File: src/rtl/pport_pkg.sv
package pport_pkg;
  localparam logic [1:0] OFS_DATA = 2'd0;
  localparam logic [1:0] OFS_STAT = 2'd1;
  localparam logic [1:0] OFS_CTRL = 2'd2;

  localparam int CB_STB   = 0;
  localparam int CB_AFD   = 1;
  localparam int CB_INIT  = 2;
  localparam int CB_SELIN = 3;
  localparam int CB_IRQEN = 4;
  localparam int CB_DIR   = 5;
  localparam int CTRL_W   = 6;

  localparam int STAT_W   = 5;

  typedef struct packed {
    logic busy;
    logic ack_n;
    logic perror;
    logic select;
    logic fault_n;
  } pin_stat_t;
endpackage

File: src/rtl/pport_sync.sv
module pport_sync #(
  parameter int W      = 8,
  parameter int STAGES = 2
) (
  input  logic         clk,
  input  logic         rst,
  input  logic [W-1:0] d,
  output logic [W-1:0] q
);
  logic [W-1:0] stg [STAGES];

  always_ff @(posedge clk) begin
    if (rst) stg[0] <= '0;
    else     stg[0] <= d;
  end

  for (genvar i = 1; i < STAGES; i++) begin : g_stage
    always_ff @(posedge clk) begin
      if (rst) stg[i] <= '0;
      else     stg[i] <= stg[i-1];
    end
  end

  assign q = stg[STAGES-1];
endmodule

File: src/rtl/pport_rise_irq.sv
module pport_rise_irq (
  input  logic clk,
  input  logic rst,
  input  logic en,
  input  logic lvl,
  output logic pulse
);
  logic prev_q;

  always_ff @(posedge clk) begin
    if (rst) begin
      prev_q <= 1'b0;
      pulse  <= 1'b0;
    end else begin
      prev_q <= lvl;
      pulse  <= en & lvl & ~prev_q;
    end
  end
endmodule

File: src/rtl/pport_regfile.sv
module pport_regfile
  import pport_pkg::*;
#(
  parameter int DW = 8,
  parameter int AW = 2
) (
  input  logic          clk,
  input  logic          rst,
  input  logic [AW-1:0] addr,
  input  logic          wr,
  input  logic          rd,
  input  logic [DW-1:0] wdata,
  output logic [DW-1:0] rdata,
  input  logic          ext_mode,
  input  logic [DW-1:0] data_s,
  input  pin_stat_t     stat_s,
  output logic [DW-1:0] data_q,
  output logic          oe,
  output logic          strobe_n,
  output logic          autofd_n,
  output logic          init_n,
  output logic          selin_n,
  output logic          irq_en
);
  logic [CTRL_W-1:0] ctrl_q, ctrl_nx;
  logic              wr_data, wr_ctrl;
  logic [DW-1:0]     rd_mux, stat_word, ctrl_word;

  assign wr_data = wr && (addr == AW'(OFS_DATA));
  assign wr_ctrl = wr && (addr == AW'(OFS_CTRL));
  assign ctrl_nx = wr_ctrl ? wdata[CTRL_W-1:0] : ctrl_q;

  always_ff @(posedge clk) begin
    if (rst) begin
      data_q   <= '0;
      ctrl_q   <= '0;
      oe       <= 1'b1;
      strobe_n <= 1'b1;
      autofd_n <= 1'b1;
      init_n   <= 1'b0;
      selin_n  <= 1'b1;
    end else begin
      if (wr_data) data_q <= wdata;
      ctrl_q   <= ctrl_nx;
      oe       <= ~(ext_mode & ctrl_nx[CB_DIR]);
      strobe_n <= ~ctrl_nx[CB_STB];
      autofd_n <= ~ctrl_nx[CB_AFD];
      init_n   <=  ctrl_nx[CB_INIT];
      selin_n  <= ~ctrl_nx[CB_SELIN];
    end
  end

  assign irq_en = ctrl_q[CB_IRQEN];

  always_comb begin
    stat_word    = '0;
    stat_word[7] = ~stat_s.busy;
    stat_word[6] = stat_s.ack_n;
    stat_word[5] = stat_s.perror;
    stat_word[4] = stat_s.select;
    stat_word[3] = stat_s.fault_n;
    ctrl_word    = '0;
    ctrl_word[CTRL_W-1:0] = ctrl_q;
    case (addr)
      AW'(OFS_DATA): rd_mux = data_s;
      AW'(OFS_STAT): rd_mux = stat_word;
      AW'(OFS_CTRL): rd_mux = ctrl_word;
      default:       rd_mux = '0;
    endcase
  end

  always_ff @(posedge clk) begin
    if (rst)     rdata <= '0;
    else if (rd) rdata <= rd_mux;
  end
endmodule

File: src/rtl/pport_regs.sv
module pport_regs
  import pport_pkg::*;
#(
  parameter int DATA_W      = 8,
  parameter int ADDR_W      = 2,
  parameter int SYNC_STAGES = 2
) (
  input  logic              clk,
  input  logic              rst,
  input  logic [ADDR_W-1:0] bus_addr,
  input  logic              bus_wr,
  input  logic              bus_rd,
  input  logic [DATA_W-1:0] bus_wdata,
  output logic [DATA_W-1:0] bus_rdata,
  input  logic              ext_mode,
  input  logic [DATA_W-1:0] pad_data_i,
  output logic [DATA_W-1:0] pad_data_o,
  output logic              pad_data_oe,
  output logic              pad_strobe_n,
  output logic              pad_autofd_n,
  output logic              pad_init_n,
  output logic              pad_selin_n,
  input  logic              pin_busy,
  input  logic              pin_ack_n,
  input  logic              pin_perror,
  input  logic              pin_select,
  input  logic              pin_fault_n,
  output logic              irq
);
  localparam int IN_W = DATA_W + STAT_W;

  pin_stat_t         stat_raw, stat_s;
  logic [DATA_W-1:0] data_s;
  logic [IN_W-1:0]   in_raw, in_s;
  logic              irq_en;

  assign stat_raw = '{busy: pin_busy, ack_n: pin_ack_n, perror: pin_perror,
                      select: pin_select, fault_n: pin_fault_n};
  assign in_raw   = {pad_data_i, stat_raw};

  pport_sync #(.W(IN_W), .STAGES(SYNC_STAGES)) u_sync (
    .clk(clk), .rst(rst), .d(in_raw), .q(in_s)
  );

  assign data_s = in_s[IN_W-1:STAT_W];
  assign stat_s = in_s[STAT_W-1:0];

  pport_regfile #(.DW(DATA_W), .AW(ADDR_W)) u_regs (
    .clk(clk), .rst(rst), .addr(bus_addr), .wr(bus_wr), .rd(bus_rd),
    .wdata(bus_wdata), .rdata(bus_rdata), .ext_mode(ext_mode),
    .data_s(data_s), .stat_s(stat_s), .data_q(pad_data_o),
    .oe(pad_data_oe), .strobe_n(pad_strobe_n), .autofd_n(pad_autofd_n),
    .init_n(pad_init_n), .selin_n(pad_selin_n), .irq_en(irq_en)
  );

  pport_rise_irq u_irq (
    .clk(clk), .rst(rst), .en(irq_en), .lvl(stat_s.ack_n), .pulse(irq)
  );
endmodule

File: config.mk
export PLATFORM = sky130hd
export DESIGN_NAME = pport_regs
export DESIGN_NICKNAME = d
export VERILOG_FILES = /design/src/rtl/pport_pkg.sv /design/src/rtl/pport_sync.sv /design/src/rtl/pport_rise_irq.sv /design/src/rtl/pport_regfile.sv /design/src/rtl/pport_regs.sv
export SDC_FILE = /design/constraint.sdc
export NUM_CORES = 1
export LEC_CHECK = 0
export BUFFER_PORTS_ARGS = -buffer_cell sky130_fd_sc_hd__buf_2
export CAP_MARGIN = 20
export CORE_UTILIZATION = 40
export DETAILED_ROUTE_END_ITERATION = 10
export GPL_ROUTABILITY_DRIVEN = 0
export RECOVER_POWER = 50
export SYNTH_ARGS = -nofsm -noshare
export SYNTH_HDL_FRONTEND = slang
export SYNTH_SLANG_ARGS = --single-unit
File: constraint.sdc
create_clock -name clk -period 1.5 [get_ports clk]
set_clock_uncertainty 0.15 [all_clocks]
set_input_delay 0.3 -clock clk [delete_from_list [all_inputs] [get_ports clk]]
set_output_delay 0.3 -clock clk [all_outputs]
set_load 0.02 [all_outputs]
==> flow_metrics.env <==
export IMPL_status="completed"
export IMPL_worst_path_max_delay_cell="clkbuf_1"
export IMPL_crit_required_ps=1540
export IMPL_fin_crit_sh_pct=88.8
export IMPL_worst_r2r_cell_count=3
export IMPL_synth_flop_cell="dfxtp_1"
export IMPL_wl_per_cell_um=10.6
export IMPL_nFillCells=404
export IMPL_hold_violations=0
export IMPL_cts_tree="built"
export IMPL_antenna_left=0
export IMPL_vias=1193
export IMPL_p_leak_nw=0.996
export IMPL_async_flop_share_pct=0
export IMPL_cts_hold_buf=0
export IMPL_first_global_vias=1128
export IMPL_clock_sinks=54
export IMPL_syn_cell_area_um2=1810
export IMPL_clk_pin_slew_ps=90
export IMPL_netlist_instances=167
export IMPL_synth_edff_count=0
export IMPL_crit_end="u_regs.oe$_SDFF_PP1_"
export IMPL_syn_nets=195
export IMPL_drtIter0Drc=43
export IMPL_fin_crit_ps=1330
export IMPL_synth_top_area_share_pct=59.6
export IMPL_drive_above_1_share_pct=31.7
export IMPL_cts_root_buf="clkbuf_8"
export IMPL_synth_most_common_cell="dfxtp_1"
export IMPL_clock_latency_ps=290
export IMPL_die_area_um2=4810
export IMPL_drt_total_wl_um=2850
export IMPL_maxCapViolCount=0
export IMPL_grt_max_degree=29
export IMPL_crit_chain="clkbuf_1 -> nand3b_4 -> mux2i_1 -> or3b_1"
export IMPL_slew_violations=0
export IMPL_fin_tns_setup_ps=0
export IMPL_die_y_um=69.3
export IMPL_endpoint_kind="flop"
export IMPL_ys_types=22
export IMPL_cts_path_max_buffers=2
export IMPL_die_x_um=69.3
export IMPL_netlist_top_cells_area="dfxtp_1 (60%), nor2b_1 (11%), mux2i_1 (8.3%)"
export IMPL_hold_slack_ps=57.2
export IMPL_io_pins=50
export IMPL_ys_seq_area_share_pct=59.6
export IMPL_start_util_pct=41.7
export IMPL_start_kind="input pin"
export IMPL_port_buffer_count=49
export IMPL_post_cts_buffers=0
export IMPL_area_growth_pct=21.9
export IMPL_max_slew_margin_pct=68.5
export IMPL_insertedDiodeCount=0
export IMPL_seqCellArea_um2=1080
export IMPL_critPathKind="in -> reg"
export IMPL_row_count=24
export IMPL_rsz0062_at_grt="no"
export IMPL_min_path_type="in -> reg"
export IMPL_max_freq_mhz=751
export IMPL_cts_made_buffers=5
export IMPL_cp_startpoint="bus_addr[1]"
export IMPL_yosysTopAreaCell="dfxtp_1"
export IMPL_r2r_start="u_regs.ctrl_q[2]$_SDFFE_PP0N_"
export IMPL_worstPathMaxFanout=10
export IMPL_dp_hpwl_um=2140
export IMPL_cpPeakStageDelay_ps=360
export IMPL_antenna_found_initial=0
export IMPL_pwr_density_cell_nw_per_um2=1190
export IMPL_coreArea_um2=4350
export IMPL_htreeDepth=2
export IMPL_gr_total_overflow=0
export IMPL_route_detailed_drc=0
export IMPL_setup_violations=0
export IMPL_r2r_end="u_regs.rdata[2]$_SDFFE_PP0P_"
export IMPL_dr_pass1_iters=4
export IMPL_cts_resized=0
export IMPL_ir_drop_v=0.000625
export IMPL_ys_warn_count=0
export IMPL_synth_top_cells_by_count="dfxtp_1 (54), nor2b_1 (33), nor2_1 (19), mux2i_1 (15), a21oi_1 (7)"
export IMPL_grt_pass1_wl_um=4890
export IMPL_multi_input_comb_area_um2=684
export IMPL_ys_ff_latch=54
export IMPL_avgSynthCellArea_um2=10.9
export IMPL_fin_nets=245
export IMPL_cp_arrival_ps=1370
export IMPL_post_drt_via_cell_ratio=4.42
export IMPL_gr_usage_all_layers_pct=12.9
export IMPL_worst_pin_slew_ps=472
export IMPL_reg2reg_slack_ps=420
-- final cells by class --
cell class              instances  share of cell area [%]
multi-input cells             103                    31.0
clock buffers                   5                    3.11
repair buffers                 53                    12.3
clock inverters                 3                    1.81
well taps                      52                    2.94
flip-flops and latches         54                    48.9
-- where the power goes --
part	internal, mW	switching [mW]
registers	1.49	0.0171
logic	0.0970	0.108
clock network	0.491	0.425
-- worst max-delay path, delay by kind of cell --
| kind | cells | cell delay [ps] |
|---|---|---|
| muxes | 1 | 170 |
| and+or+nand+nor | 2 | 540 |
| buffers and inverters | 1 | 360 |
-- kinds of logic (layout without fill, tap and decap cells) --
logic type | count (synthesis) | after routing | share of synthesized area, %
AND/OR/NAND/NOR | 73 | 73 | 23.0
AO/OA/AOI/OAI | 11 | 11 | 3.65
flip-flops | 54 | 54 | 59.6
multiplexers | 19 | 19 | 10.8
buffers and inverters | 10 | 61 | 2.96
-- state kept, by name (all words and copies together), names as in the netlist --
name	cells
u_regs.selin_n	1
u_regs.strobe_n	1
u_irq.prev_q	1
u_regs.rdata	8
u_regs.oe	1
u_regs.data_q	8
u_sync.stg	26
u_regs.ctrl_q	6
u_regs.autofd_n	1
u_irq.pulse	1
-- layer usage --
metal / share of wire (%) / global-route usage (%) / wire, um / vias to the layer above
met3: 6.2 / 5.38 / 176 / 4
met1: 45 / 14.6 / 1270 / 519
met4: 0.91 / 5.44 / 26 / 0
li1: - / - / - / 634
met2: 48 / 21.5 / 1370 / 36
met5: 0 / 0 / 0 / -
-- how the worst min path moves through the flow --
stage,cells past startpoint,slack [ps],end,startpoint
after floorplan,1,260,u_sync.stg[1][0]$_SDFF_PP0_,u_sync.stg[0][0]$_SDFF_PP0_
after global placement,1,280,u_sync.stg[1][10]$_SDFF_PP0_,u_sync.stg[0][10]$_SDFF_PP0_
after detailed placement,1,270,u_sync.stg[1][9]$_SDFF_PP0_,u_sync.stg[0][9]$_SDFF_PP0_
after CTS,2,50,u_sync.stg[0][4]$_SDFF_PP0_,pin_busy
after global routing,2,50,u_sync.stg[0][12]$_SDFF_PP0_,pad_data_i[7]
final,2,60,u_sync.stg[0][4]$_SDFF_PP0_,pin_busy
-- metrics by stage --
| step | power, mW | instances | worst slack [ps] | util, % | area, um2 |
|---|---|---|---|---|---|
| final | 2.63 | 270 | 168 | 50.8 | 2210 |
| after CTS | 2.66 | 270 | 191 | 50.9 | 2210 |
| after global placement | 1.74 | 262 | 71.7 | 48.4 | 2110 |
| after floorplan | 1.67 | 167 | 148 | - | 1810 |
| after detailed placement | 1.75 | 262 | 37.7 | 48.4 | 2110 |
| after global routing | 2.76 | 270 | 93.4 | 50.8 | 2210 |
-- placed cells by master, fill, tap and decap left out, types with 4 or more instances in the layout --
cell type / synthesis / final
mux2i_1: 15 / 15
mux2_2: 4 / 4
a21oi_1: 7 / 7
dfxtp_1: 54 / 54
clkbuf_8: 0 / 5
nand2_1: 5 / 5
nor2b_1: 33 / 33
buf_2: 1 / 47
nor2_1: 19 / 19
(Power assumes the default switching activity.)
